==> config.mk <==
export PLATFORM = sky130hd
export DESIGN_NAME = usec_timebase
export DESIGN_NICKNAME = d
export VERILOG_FILES = /design/src/rtl/utb_pkg.sv /design/src/rtl/utb_prescaler.sv /design/src/rtl/utb_rate_div.sv /design/src/rtl/utb_clock_ctr.sv /design/src/rtl/utb_gap_timer.sv /design/src/rtl/usec_timebase.sv
export SDC_FILE = /design/constraint.sdc
export NUM_CORES = 1
export LEC_CHECK = 0
export BUFFER_PORTS_ARGS = -buffer_cell sky130_fd_sc_hd__buf_2
export CAP_MARGIN = 20
export CORE_ASPECT_RATIO = 0.9
export CORE_MARGIN = 5
export CORE_UTILIZATION = 45
export DETAILED_ROUTE_END_ITERATION = 12
export PLACE_DENSITY = 0.68
export SYNTH_ARGS = -nofsm -noshare
export SYNTH_HDL_FRONTEND = slang
export SYNTH_SLANG_ARGS = --single-unit
export TNS_END_PERCENT = 5
==> constraint.sdc <==
create_clock -name clk -period 2.1 [get_ports clk]
set_input_delay 0.42 -clock clk [delete_from_list [all_inputs] [get_ports clk]]
set_output_delay 0.42 -clock clk [all_outputs]
set_load 0.02 [all_outputs]
==> src/rtl/utb_pkg.sv <==
package utb_pkg;
  // Reload value of the microsecond prescaler for a frequency code.
  function automatic int unsigned pre_reload(input logic [1:0] sel,
                                             input int unsigned base,
                                             input int unsigned step);
    return base - 1 + step * int'(sel);
  endfunction

  // Number of microsecond pre-ticks per rate tick.
  function automatic int unsigned rate_len(input logic [1:0] sel);
    case (sel)
      2'b00:   return 1;
      2'b01:   return 4;
      2'b10:   return 8;
      default: return 32;
    endcase
  endfunction

  // Gap length in microseconds.
  function automatic int unsigned gap_len(input logic [1:0] sel,
                                          input int unsigned base);
    return base << sel;
  endfunction
endpackage

==> src/rtl/utb_prescaler.sv <==
module utb_prescaler #(
  parameter int unsigned BASE_DIV = 12,
  parameter int unsigned STEP_DIV = 4
) (
  input  logic       clk,
  input  logic       rst,
  input  logic [1:0] freq_sel,
  output logic       pre_tick
);
  import utb_pkg::*;
  localparam int unsigned PW = $clog2(BASE_DIV + 3 * STEP_DIV);

  logic [PW-1:0] cnt_q;
  logic [PW-1:0] reload;

  assign reload = PW'(pre_reload(freq_sel, BASE_DIV, STEP_DIV));

  always_ff @(posedge clk) begin
    if (rst) begin
      cnt_q    <= '0;
      pre_tick <= 1'b0;
    end else if (cnt_q >= reload) begin
      cnt_q    <= '0;
      pre_tick <= 1'b1;
    end else begin
      cnt_q    <= cnt_q + 1'b1;
      pre_tick <= 1'b0;
    end
  end
endmodule

==> src/rtl/utb_rate_div.sv <==
module utb_rate_div #(
  parameter int unsigned MAX_RATE = 32
) (
  input  logic       clk,
  input  logic       rst,
  input  logic [1:0] rate_sel,
  input  logic       pre_tick,
  output logic       rate_tick
);
  import utb_pkg::*;
  localparam int unsigned RW = $clog2(MAX_RATE);

  logic [RW-1:0] cnt_q;
  logic [RW-1:0] last;

  assign last = RW'(rate_len(rate_sel) - 1);

  always_ff @(posedge clk) begin
    if (rst) begin
      cnt_q     <= '0;
      rate_tick <= 1'b0;
    end else begin
      rate_tick <= 1'b0;
      if (pre_tick) begin
        if (cnt_q >= last) begin
          cnt_q     <= '0;
          rate_tick <= 1'b1;
        end else begin
          cnt_q <= cnt_q + 1'b1;
        end
      end
    end
  end
endmodule

==> src/rtl/utb_clock_ctr.sv <==
module utb_clock_ctr #(
  parameter int unsigned CLK_W = 16
) (
  input  logic             clk,
  input  logic             rst,
  input  logic             rate_tick,
  input  logic             count_en,
  input  logic             wait_exec,
  input  logic             start,
  input  logic             auto_clr,
  output logic [CLK_W-1:0] clock_val,
  output logic             en_eff
);
  logic wait_seen_q;

  assign en_eff = count_en | wait_seen_q;

  always_ff @(posedge clk) begin
    if (rst) begin
      clock_val   <= '0;
      wait_seen_q <= 1'b0;
    end else begin
      if (wait_exec) wait_seen_q <= 1'b1;
      if (start && auto_clr)       clock_val <= '0;
      else if (rate_tick && en_eff) clock_val <= clock_val + 1'b1;
    end
  end
endmodule

==> src/rtl/utb_gap_timer.sv <==
module utb_gap_timer #(
  parameter int unsigned GAP_BASE = 4
) (
  input  logic       clk,
  input  logic       rst,
  input  logic       gap_req,
  input  logic [1:0] gap_sel,
  input  logic       pre_tick,
  output logic       gap_done,
  output logic       gap_busy
);
  import utb_pkg::*;
  localparam int unsigned GW = $clog2(GAP_BASE * 8 + 1);

  logic [GW-1:0] left_q;

  always_ff @(posedge clk) begin
    if (rst) begin
      left_q   <= '0;
      gap_busy <= 1'b0;
      gap_done <= 1'b0;
    end else begin
      gap_done <= 1'b0;
      if (gap_req) begin
        left_q   <= GW'(gap_len(gap_sel, GAP_BASE));
        gap_busy <= 1'b1;
      end else if (gap_busy && pre_tick) begin
        if (left_q == GW'(1)) begin
          gap_busy <= 1'b0;
          gap_done <= 1'b1;
        end else begin
          left_q <= left_q - 1'b1;
        end
      end
    end
  end
endmodule

==> src/rtl/usec_timebase.sv <==
module usec_timebase #(
  parameter int unsigned CLK_W    = 16,
  parameter int unsigned BASE_DIV = 12,
  parameter int unsigned STEP_DIV = 4,
  parameter int unsigned MAX_RATE = 32,
  parameter int unsigned GAP_BASE = 4
) (
  input  logic             clk,
  input  logic             rst,
  input  logic [1:0]       freq_sel,
  input  logic [1:0]       rate_sel,
  input  logic             count_en,
  input  logic             wait_exec,
  input  logic             start,
  input  logic             auto_clr,
  input  logic             gap_req,
  input  logic [1:0]       gap_sel,
  output logic [CLK_W-1:0] clock_val,
  output logic             rate_tick,
  output logic             gap_done
);
  logic pre_tick;
  logic en_eff;
  logic gap_busy;

  utb_prescaler #(.BASE_DIV(BASE_DIV), .STEP_DIV(STEP_DIV)) u_pre (
    .clk(clk), .rst(rst), .freq_sel(freq_sel), .pre_tick(pre_tick));

  utb_rate_div #(.MAX_RATE(MAX_RATE)) u_rate (
    .clk(clk), .rst(rst), .rate_sel(rate_sel), .pre_tick(pre_tick),
    .rate_tick(rate_tick));

  utb_clock_ctr #(.CLK_W(CLK_W)) u_clk (
    .clk(clk), .rst(rst), .rate_tick(rate_tick), .count_en(count_en),
    .wait_exec(wait_exec), .start(start), .auto_clr(auto_clr),
    .clock_val(clock_val), .en_eff(en_eff));

  utb_gap_timer #(.GAP_BASE(GAP_BASE)) u_gap (
    .clk(clk), .rst(rst), .gap_req(gap_req), .gap_sel(gap_sel),
    .pre_tick(pre_tick), .gap_done(gap_done), .gap_busy(gap_busy));
endmodule

* Word level (Yosys, flattened, before mapping)
Index checks and enable logic that the tools add are counted. W data, S select, Z words.
Cells by class: eq/ne operators 4, bitwise logic cells 3, reductions and logical operators 12, divide/modulo/power cells 0, shift-type cells 1, magnitude comparators 2, $add $sub $neg 6, multiplexer cells 11, multiply operators 0
Operator list (number):
- $mux W6 | 3
- $add A16 B1 Y16 const B | 1
- $pmux W4 S3 | 1
- $add A5 B1 Y5 const B | 2
- $ge A5 B5 Y1 | 2
- $eq A6 B1 Y1 const B | 1
- $mux W1 | 6
- $reduce_or A2 Y1 | 3
- $shl A3 B2 Y6 const A | 1
- $sub A6 B1 Y6 const B | 1
- $add A4 B4 Y5 const A | 1
- $mux W5 | 1
- $sub A5 B1 Y5 const B | 1
- $reduce_and A2 Y1 | 2
- $reduce_bool A2 Y1 | 2
- $logic_and A1 B1 Y1 | 3
- $reduce_or A3 Y1 | 1
- $eq A2 B1 Y1 const B | 1
- $eq A2 B2 Y1 const B | 1
- $logic_not A2 Y1 | 1
- $ne A2 B2 Y1 const B | 1
- $not A1 Y1 | 2
- $or A1 B1 Y1 | 1
Storage, ports and cells: memories kept 0, output and inout bits 18, memory bits (writable) 0, memory bits (read-only) 0, word-level logic and storage cells 48, register bits after elaboration 37, latch bits 0, bits of input ports 13

* Longest topological paths before layout
Gate-level depths: netlist of the first run.
depth in word-level cells 5, depth in mapped cells 6, depth with buffers taken out 6

* Cells and area by module
A second synthesis of the first run with hierarchy kept.
Unflattened totals: cells, all modules 215, area, all modules 1931.9 um^2
By module, submodules not included:
- utb_clock_ctr | instances 1, area an instance 775.7 um^2, cells an instance 90, sequential area each 340.3 um^2
- utb_gap_timer | instances 1, area an instance 430.4 um^2, cells an instance 51, sequential area each 160.2 um^2
- utb_rate_div | instances 1, area an instance 412.9 um^2, cells an instance 43, sequential area each 120.1 um^2
- utb_prescaler | instances 1, area an instance 312.8 um^2, cells an instance 31, sequential area each 120.1 um^2

* Worst setup path before layout of the first run
OpenSTA, ideal clock, no wires.
path kind input-to-reg, from input rate_sel[1], to register u_rate.cnt_q[0], path slack 0.472 ns, stages 6, setup time 0.134 ns, buffers on the path 0, arrival time 1.494 ns, required time 1.966 ns, path through or2_2 -> ha_1 -> nand2b_1 -> a21oi_1 -> o211ai_1 -> a21oi_1
Between the ends: cells in the longest elaborated chain, start to end 5, elaborated cells on any way between the ends 7, classes of those cells add/sub (1); order compare (1); eq/ne (2); mux (2); reduce/logical (1)
Ends and longest elaborated chain:
- from (decl) | line usec_timebase.sv:11 | input logic [1:0] rate_sel,
- $eq A2 B2 Y1, or another cell as far along | line utb_pkg.sv:11 | case (sel)
- $pmux W4 S3 (*) | line utb_pkg.sv:11
- $sub A5 B1 Y5 (*) | line utb_rate_div.sv:16 | assign last = RW'(rate_len(rate_sel) - 1);
- $ge A5 B5 Y1 (*) | line utb_rate_div.sv:25 | if (cnt_q >= last) begin
- $mux W5 (*) | line utb_rate_div.sv:25
- to (signal assigned) | line utb_rate_div.sv:29 | cnt_q <= cnt_q + 1'b1;
- to (decl) | line utb_rate_div.sv:13 | logic [RW-1:0] cnt_q;
Every way passes the cells marked *; elsewhere a longest branch is shown, timed or not. A chain may end at the register's enable or synchronous reset.

* Worst setup path after layout of the first run
from register u_gap.left_q[0], to register u_gap.left_q[5]
Between the ends: cells in the longest elaborated chain, start to end 4, elaborated cells on any way between the ends 7, classes of those cells add/sub (1); eq/ne (2); mux (3); reduce/logical (1)
Ends and longest elaborated chain:
- from (decl) | line utb_gap_timer.sv:15 | logic [GW-1:0] left_q;
- from (signal assigned) | line utb_gap_timer.sv:25 | left_q <= GW'(gap_len(gap_sel, GAP_BASE));
- from (signal assigned) | line utb_gap_timer.sv:32 | left_q <= left_q - 1'b1;
- $sub A6 B1 Y6 | line utb_gap_timer.sv:32
- $mux W6 | line utb_gap_timer.sv:28 | if (left_q == GW'(1)) begin
- $mux W6 | line utb_gap_timer.sv:27 | end else if (gap_busy && pre_tick) begin
- $mux W6 | line utb_gap_timer.sv:24 | if (gap_req) begin
Several ways; a longest one is shown, not always the timed one. The select of a mux whose other input is x is not followed.

==> results of run 1 <==
==> where the power goes <==
group	internal (mW)	total [mW]	switching (mW)
clock	0.297	0.539	0.243
sequential	0.721	0.742	0.0206
combinational	0.0646	0.140	0.0755
total	1.08	1.42	0.339
==> layout by cell type, fill, tap and decap left out, types with 3 or more instances in the layout <==
master	instances
a31oi_1	3
xnor2_1	10
a41o_1	3
nand3_1	6
inv_1	9
a21oi_1	13
nand4_1	6
clkbuf_8	7
o21ai_0	6
nor2_1	38
nor3b_1	3
dfxtp_1	37
mux2i_1	4
xor2_1	9
nor3_1	10
ha_1	13
nand2_1	16
buf_2	30
==> kinds of logic (layout without fill, tap and decap cells) <==
family / after synthesis / after routing / synth area share [%]
adder cells (fa/ha/maj): 13 / 13 / 8.65
XOR/XNOR: 19 / 19 / 8.85
multiplexers: 5 / 5 / 2.73
AND/OR/NAND/NOR: 93 / 93 / 23.6
flip-flops: 37 / 37 / 39.4
AO/OA/AOI/OAI: 39 / 39 / 13.8
buffers and inverters: 14 / 49 / 2.99
==> layer usage <==
layer / track usage [%] / up-vias
li1: - / 844
met1: 18.2 / 754
met2: 21.4 / 21
met3: 3.64 / 4
met4: 5.83 / 0
met5: 0 / -
==> final cells by class <==
type	instances	area share, %
clock buffers	7	4.41
clock inverters	1	0.229
inverters	9	1.55
multi-input cells	169	49.6
flip-flops and latches	37	33.9
well taps	48	2.75
repair buffers	32	7.56
==> flip-flops by register name, summed over array words and instances, names as in the netlist <==
register           count
u_gap.gap_busy         1
u_gap.gap_done         1
u_clk.wait_seen_q      1
u_rate.cnt_q           5
u_gap.left_q           6
u_pre.pre_tick         1
u_pre.cnt_q            5
u_rate.rate_tick       1
u_clk.clock_val       16
==> Yosys cell counts, types with 2 or more instances <==
cell type / count / area, um2
inv_1: 9 / 33.8
a41o_1: 3 / 30.0
a21oi_1: 13 / 65.1
nor2b_1: 2 / 12.5
xnor2_1: 10 / 87.6
ha_1: 13 / 163
nor4_1: 2 / 12.5
mux2i_1: 4 / 40.0
nand3_1: 6 / 30.0
nor2_1: 38 / 143
o21ai_0: 6 / 30.0
and3_1: 2 / 12.5
dfxtp_1: 37 / 741
clkbuf_1: 3 / 11.3
xor2_1: 9 / 78.8
a31oi_1: 3 / 18.8
nor3b_1: 3 / 22.5
nand4_1: 6 / 37.5
nor3_1: 10 / 50.1
nand2_1: 16 / 60.1
a21o_1: 2 / 15.0
==> worst max path at each step <==
stage                          startpoint         endpoint  slack, ps  depth (start not counted)
after floorplan               rate_sel[1]  u_rate.cnt_q[0]        470                          6
after global placement        rate_sel[1]  u_rate.cnt_q[4]        260                          7
after detailed placement      rate_sel[1]  u_rate.cnt_q[0]        220                          7
after CTS                 u_gap.left_q[0]  u_gap.left_q[5]        460                          4
after global routing          rate_sel[1]  u_rate.cnt_q[0]        400                          7
final                     u_gap.left_q[0]  u_gap.left_q[5]        480                          4
==> critical path: stages (launching register included) <==
cell and delay, ps:
dfxtp_1 360, or4_4 550, nor3_2 130, mux2_1 330, o21a_1 170
==> metrics by stage <==
stage / std cells / area [um2] / total power, mW / setup WS, ps
floorplan: 220 / 1880 / 0.858 / 472
global placement: 295 / 2080 / 0.896 / 260
detailed placement: 295 / 2080 / 0.898 / 220
CTS: 303 / 2180 / 1.44 / 465
global route: 303 / 2180 / 1.49 / 397
finish: 303 / 2180 / 1.42 / 475
==> results.cfg, run 1 <==
[sta]
period_needed_ps = 1620
final.setup.tns_ps = 0
hold_viol_final = 0
grt_setup_unrepaired = false
maxSlewHeadroom_pct = 66.1
whs_ps = 351
fmax_ghz = 0.615
worstMarginPinSlew_ps = 503
finalSetupViolCount = 0
clock_skew_ps = 8.41
timing.final.crit_share_pct = 77.4
slew_violations = 0

[layout]
syn_to_final_growth_pct = 16.2
post_route_cells_drive_above_1_share_pct = 17.3
diodes = 0
seqCellArea_um2 = 741
layout.nets = 280
multi_input_area_mm2 = 0.00108
fill_cells = 385
utilization_pct = 53.6

[floorplan]
die_h_um = 71.3
die_w_um = 78.1
core_mm2 = 0.00407
start_util_pct = 46.2
io_pins = 31
dieArea_mm2 = 0.00557
num_rows = 22

[setup_path]
endpoint_kind = flop
reg2reg_from = u_gap.left_q[0]
crit_required_ps = 2280
cp_max_fo = 6
arrival_ps = 1810
r2r_setup_slack_ps = 480
cp-start-kind = flop
critPathKind = reg2reg
r2r-end = u_gap.left_q[5]
rr_worst_depth = 4

[pwr]
ir_drop_v = 0.000323
powerDensity_mw_per_mm2 = 651
leakage_nw = 0.962

[synth]
ys_seq_area_share_pct = 39.4
async_reset_ff_share_pct = 0
syn_nets = 246
synth_flop_cell = dfxtp_1
ys_ff_latch = 37
synth_area_mm2 = 0.00188
synth_edf_count = 0
yosys_warnings = 0
avgSynthCellArea_um2 = 8.55
netlist_instances = 220
ys_types = 44

[drt]
ant_nets = 0
drc = 0
drt-met1-wl_mm = 1.82
vias = 1623
wl_per_cell_um = 11.8
dr_wl_met2_mm = 1.57
wl_met3_um = 137
dr.max_layer_used = met4
drtPass1Iterations = 4
drt_wl_total_mm = 3.57
routed_via_density = 5.36
drt-initial-drc-count = 79

[grt]
grt_pass1_vias = 1452
antenna_found_initial = 0
grt_max_degree = 24
overflow = 0
grtUsageTotal_pct = 13.8
grt_pass1_wl_mm = 6.33

[clock_network]
root_buffer = clkbuf_8
cts_tree = built
cts_buffers = 5
insertion_delay_ps = 280
ctsHoldBuffers = 0
cts_num_sinks = 37
clk_pin_slew_ps = 80
cts_setup_buffers = 0
htree_levels = 2
max-clock-path-buffers = 2
ctsResizeCount = 0

[min_path]
hp-class = in2reg
hold_depth = 3
holdCritStartpoint = wait_exec
holdPathEnd = u_clk.wait_seen_q

[placed_design]
portBuffers = 30
gp_congestion = 0.745
place_hpwl_mm = 2.66

[run]
drv_cap = 0

[status]
status = finished, final reports clean
(Power assumes the default switching activity.)
==> inputs of run 2 (changes only) <==
clock period = 1.5 ns   (was 2.1 ns; I/O delays follow)
==> run 2 against run 1 <==
  * The flow now finishes with violations (negative setup slack)
  * Sequential share of layout area is 2.8 points lower
  * Utilization rose by 4.9 points
  * Register-to-register slack worse by 550 ps
  * Cell count up 5.9%
  * Wire length is 11% higher
  * Non-clock buffer count grew 19
  * Clock-buffer cell count is the same
  * Critical endpoint unchanged
==> results.cfg, run 2 (synthesized netlist as in run 1, its figures left out) <==
[status]
status = finished with violations
violations = negative setup slack

[sta]
timing.final.crit_share_pct = 105
clock_skew_ps = 5.35
worstMarginPinSlew_ps = 509
grt_setup_unrepaired = true
period_needed_ps = 1570
finalSetupViolCount = 1
slew_violations = 0
final.setup.tns_ps = -70.7
fmax_ghz = 0.637
timing.final.ws_setup_ps = -70.7
hold_viol_final = 0
maxSlewHeadroom_pct = 65.9

[grt]
gr-usage-met3_pct = 4.40
antenna_found_initial = 0
grt_use_met1_pct = 19.6
grt_max_degree = 19
use_met2_pct = 23.8
grt_pass1_wl_mm = 6.85
grt_pass1_vias = 1544
grt_busiest_layer = met2
grtUsageTotal_pct = 15.1
overflow = 0

[clock_network]
max-clock-path-buffers = 2
cts_tree = built
insertion_delay_ps = 290
htree_levels = 2
ctsHoldBuffers = 0
cts_buffers = 5
cts_num_sinks = 37
clk_pin_slew_ps = 70
root_buffer = clkbuf_8

[run]
drv_cap = 0

[layout]
reg_top3 = u_clk.clock_val (16), u_gap.left_q (6)
utilization_pct = 58.5
top_register = u_clk.clock_val
seqCellArea_um2 = 742
layout.nets = 299
syn_to_final_growth_pct = 26.7
diodes = 0
post_route_cells_drive_above_1_share_pct = 27.5
multi_input_area_mm2 = 0.00115
layout_common_cells = nor2_1 (38), dfxtp_1 (36), buf_2 (30)
largest_reg_flops = 16
fill_cells = 376
final_common_cell = nor2_1

[drt]
wl_per_cell_um = 12.3
drt-initial-drc-count = 97
vias = 1693
ant_nets = 0
routed_via_density = 5.27
drtPass1Iterations = 6
drc = 0
drt_wl_total_mm = 3.95

[floorplan]
dieArea_mm2 = 0.00557
start_util_pct = 46.2
core_mm2 = 0.00407
num_rows = 22
io_pins = 31
die_w_um = 78.1
die_h_um = 71.3

[placed_design]
gp_congestion = 0.787
portBuffers = 30
place_hpwl_mm = 2.94
place_ws_ps = -225

[setup_path]
arrival_ps = 1750
critPathKind = reg2reg
cp_max_fo = 2
endpoint_kind = flop
reg2reg_from = u_gap.left_q[0]
crit_start = u_gap.left_q[0]
cp-start-kind = flop
crit_required_ps = 1680

[pwr]
leakage_nw = 1.06
ir_drop_v = 0.000358
powerDensity_mw_per_mm2 = 835
finalPower_mw = 1.99

[min_path]
hp-class = in2reg
holdCritStartpoint = wait_exec
==> run 2: cell count changes in the layout (fill, tap and decap cells not counted), sizes merged <==
| cell | previous run | this run |
|---|---|---|
| buf | 32 | 51 |
| clkinv | 1 | 0 |
==> run 2: critical path, cell delays in order, from the launching register on <==
cell,delay (ps)
dfxtp_2,320
or4_4,550
nor3_4,130
mux2_4,310
o21a_1,160
==> run 2: final timing paths <==
path	slack (ps)	endpoint	cells after the start
setup / recovery	-70	u_gap.left_q[5]	4
hold / removal	220	u_clk.wait_seen_q	3
setup reg to reg	-70	u_gap.left_q[5]	4
hold reg to reg	490	u_pre.cnt_q[0]	1
==> run 2: per-layer routing <==
| layer | part of all wire, % | vias up |
|---|---|---|
| li1 | - | 885 |
| met1 | 49 | 772 |
| met2 | 45 | 31 |
| met3 | 5.1 | 5 |
| met4 | 1.2 | 0 |
| met5 | 0 | - |
==> run 2: area by class of cell <==
class	instances	share of cell area, %
inverter	9	1.42
clock buffer	7	3.62
timing repair buffer	51	12.9
sequential	37	31.1
tap	48	2.52
multi-input combinational	169	48.4
==> run 2: timing repair <==
item,in CTS,in global routing
setup buffers,0,0
resized for setup,1,14
setup endpoints to repair,2,14
==> run 2: per-stage QoR <==
stage / hold WS [ps] / area (um2) / std cells
after floorplan: 416 / 1880 / 220
after global routing: 213 / 2380 / 321
after global placement: 483 / 2230 / 314
final: 219 / 2380 / 321
after CTS: 208 / 2320 / 321
after detailed placement: 485 / 2230 / 314
==> run 2: power breakdown <==
part | total [mW] | internal [mW] | leakage [nW] | switching (mW)
Clock | 0.695 | 0.364 | 0.0443 | 0.331
Combinational | 0.262 | 0.127 | 0.713 | 0.134
Sequential | 1.03 | 1.01 | 0.301 | 0.0216
Total | 1.99 | 1.50 | 1.06 | 0.486
==> inputs of run 3 (changes only) <==
CELL_PAD_IN_SITES_DETAIL_PLACEMENT = 1   (was not set)
CELL_PAD_IN_SITES_GLOBAL_PLACEMENT = 1   (was not set)
CORE_UTILIZATION = 41   (was 45)
PLACE_DENSITY = 0.8   (was 0.68)
==> run 3 against run 2 <==
  * The flow still finishes with violations (negative setup slack)
  * Fmax shrank 1.9%
  * Register-to-register slack lost 30 ps
  * Clock skew down 0.92 ps
  * Utilization is 3.5 points lower
  * Flip-flop and latch count is the same
  * First-iteration DRC count down 18%
  * Cell area rose by 3.0%
  * Highest routed layer unchanged
==> results.cfg, run 3 (synthesized netlist as in run 1, its figures left out) <==
[grt]
overflow = 0
grt_pass1_vias = 1847
grtUsageTotal_pct = 18.2
antenna_found_initial = 0
grt_busiest_layer = met2
grt_max_degree = 17
gr-usage-met3_pct = 4.00
grt_use_met1_pct = 21.7
use_met2_pct = 32.7
grt_pass1_wl_mm = 8.52

[sta]
maxSlewHeadroom_pct = 65.2
period_needed_ps = 1600
hold_viol_final = 0
timing.final.crit_share_pct = 107
final.setup.tns_ps = -101
fmax_ghz = 0.625
slew_violations = 0
timing.final.ws_setup_ps = -101
finalSetupViolCount = 1
worstMarginPinSlew_ps = 520
clock_skew_ps = 4.43
grt_setup_unrepaired = true

[drt]
drtPass1Iterations = 4
routed_via_density = 5.23
wl_per_cell_um = 14.9
drt-initial-drc-count = 80
drt_wl_total_mm = 5.07
vias = 1779
ant_nets = 0
drc = 0

[pwr]
ir_drop_v = 0.000481
powerDensity_mw_per_mm2 = 847
leakage_nw = 1.09
finalPower_mw = 2.08

[layout]
reg_top3 = u_clk.clock_val (16), u_gap.left_q (6)
layout_common_cells = nor2_1 (38), dfxtp_1 (32), buf_2 (30)
largest_reg_flops = 16
layout.nets = 303
diodes = 0
final_common_cell = nor2_1
post_route_cells_drive_above_1_share_pct = 30.6
syn_to_final_growth_pct = 30.5
top_register = u_clk.clock_val

[setup_path]
critPathKind = reg2reg
cp-start-kind = flop
cp_max_fo = 2
arrival_ps = 1780
endpoint_kind = flop
crit_required_ps = 1680

[placed_design]
gp_congestion = 0.829
place_ws_ps = -266
place_hpwl_mm = 3.75
portBuffers = 30

[clock_network]
max-clock-path-buffers = 2
htree_levels = 2
clk_pin_slew_ps = 70
insertion_delay_ps = 290
root_buffer = clkbuf_8
cts_setup_buffers = 0
cts_buffers = 5
cts_num_sinks = 37
cts_tree = built

[floorplan]
core_mm2 = 0.00446
start_util_pct = 42.2
io_pins = 31
die_w_um = 81.4
dieArea_mm2 = 0.00604
die_h_um = 74.3
num_rows = 23

[status]
status = finished with violations
violations = negative setup slack

[run]
drv_cap = 0

[min_path]
hp-class = in2reg
==> run 3: worst max-delay path: stages, from the launching register on <==
cell and delay [ps]:
dfxtp_2 330, or4_4 550, nor3_4 140, mux2_4 310
o21a_1 170
==> run 3: timing repair <==
item,4_1_cts,5_1_grt
pin swaps,2,2
hold buffers,0,0
gates resized for setup,2,18
endpoints found under the setup margin,2,17
==> run 3: report_power, final <==
part / leakage, nW / total, mW / internal [mW] / switching [mW]
Clock: 0.0542 / 0.767 / 0.415 / 0.352
Sequential: 0.303 / 1.04 / 1.01 / 0.0257
Combinational: 0.733 / 0.275 / 0.131 / 0.144
Total: 1.09 / 2.08 / 1.56 / 0.522
==> run 3: path summary, 6_finish.rpt <==
path                   start                 to  slack (ps)  depth (start not counted)
min                wait_exec  u_clk.wait_seen_q         210                          3
max          u_gap.left_q[0]    u_gap.left_q[5]        -100                          4
min reg2reg   u_gap.gap_busy     u_gap.gap_busy         510                          2
max reg2reg  u_gap.left_q[0]    u_gap.left_q[5]        -100                          4
==> run 3: layout make-up <==
class / instances / area [um2]
clock inverter: 1 / 5.00
inverter: 9 / 33.8
timing repair buffer: 55 / 338
sequential: 37 / 747
multi-input combinational: 169 / 1160
fill: 559 / 2010
tap: 62 / 77.6
clock buffer: 7 / 96.3
==> run 3: stage by stage <==
step | util (%) | hold slack, ps | cells | instance area, um2
global route | 55.0 | 209 | 340 | 2450
CTS | 53.5 | 211 | 340 | 2390
global placement | 51.0 | 489 | 332 | 2270
finish | 55.0 | 214 | 340 | 2450
detailed placement | 51.0 | 504 | 332 | 2270
floorplan | - | 416 | 220 | 1880
==> run 3: metal layers <==
metal  routed length (um)  part of all wire, %
met5                    0                    0
met1                 2260                   45
met3                  187                  3.7
met2                 2560                   51
met4                   54                  1.1
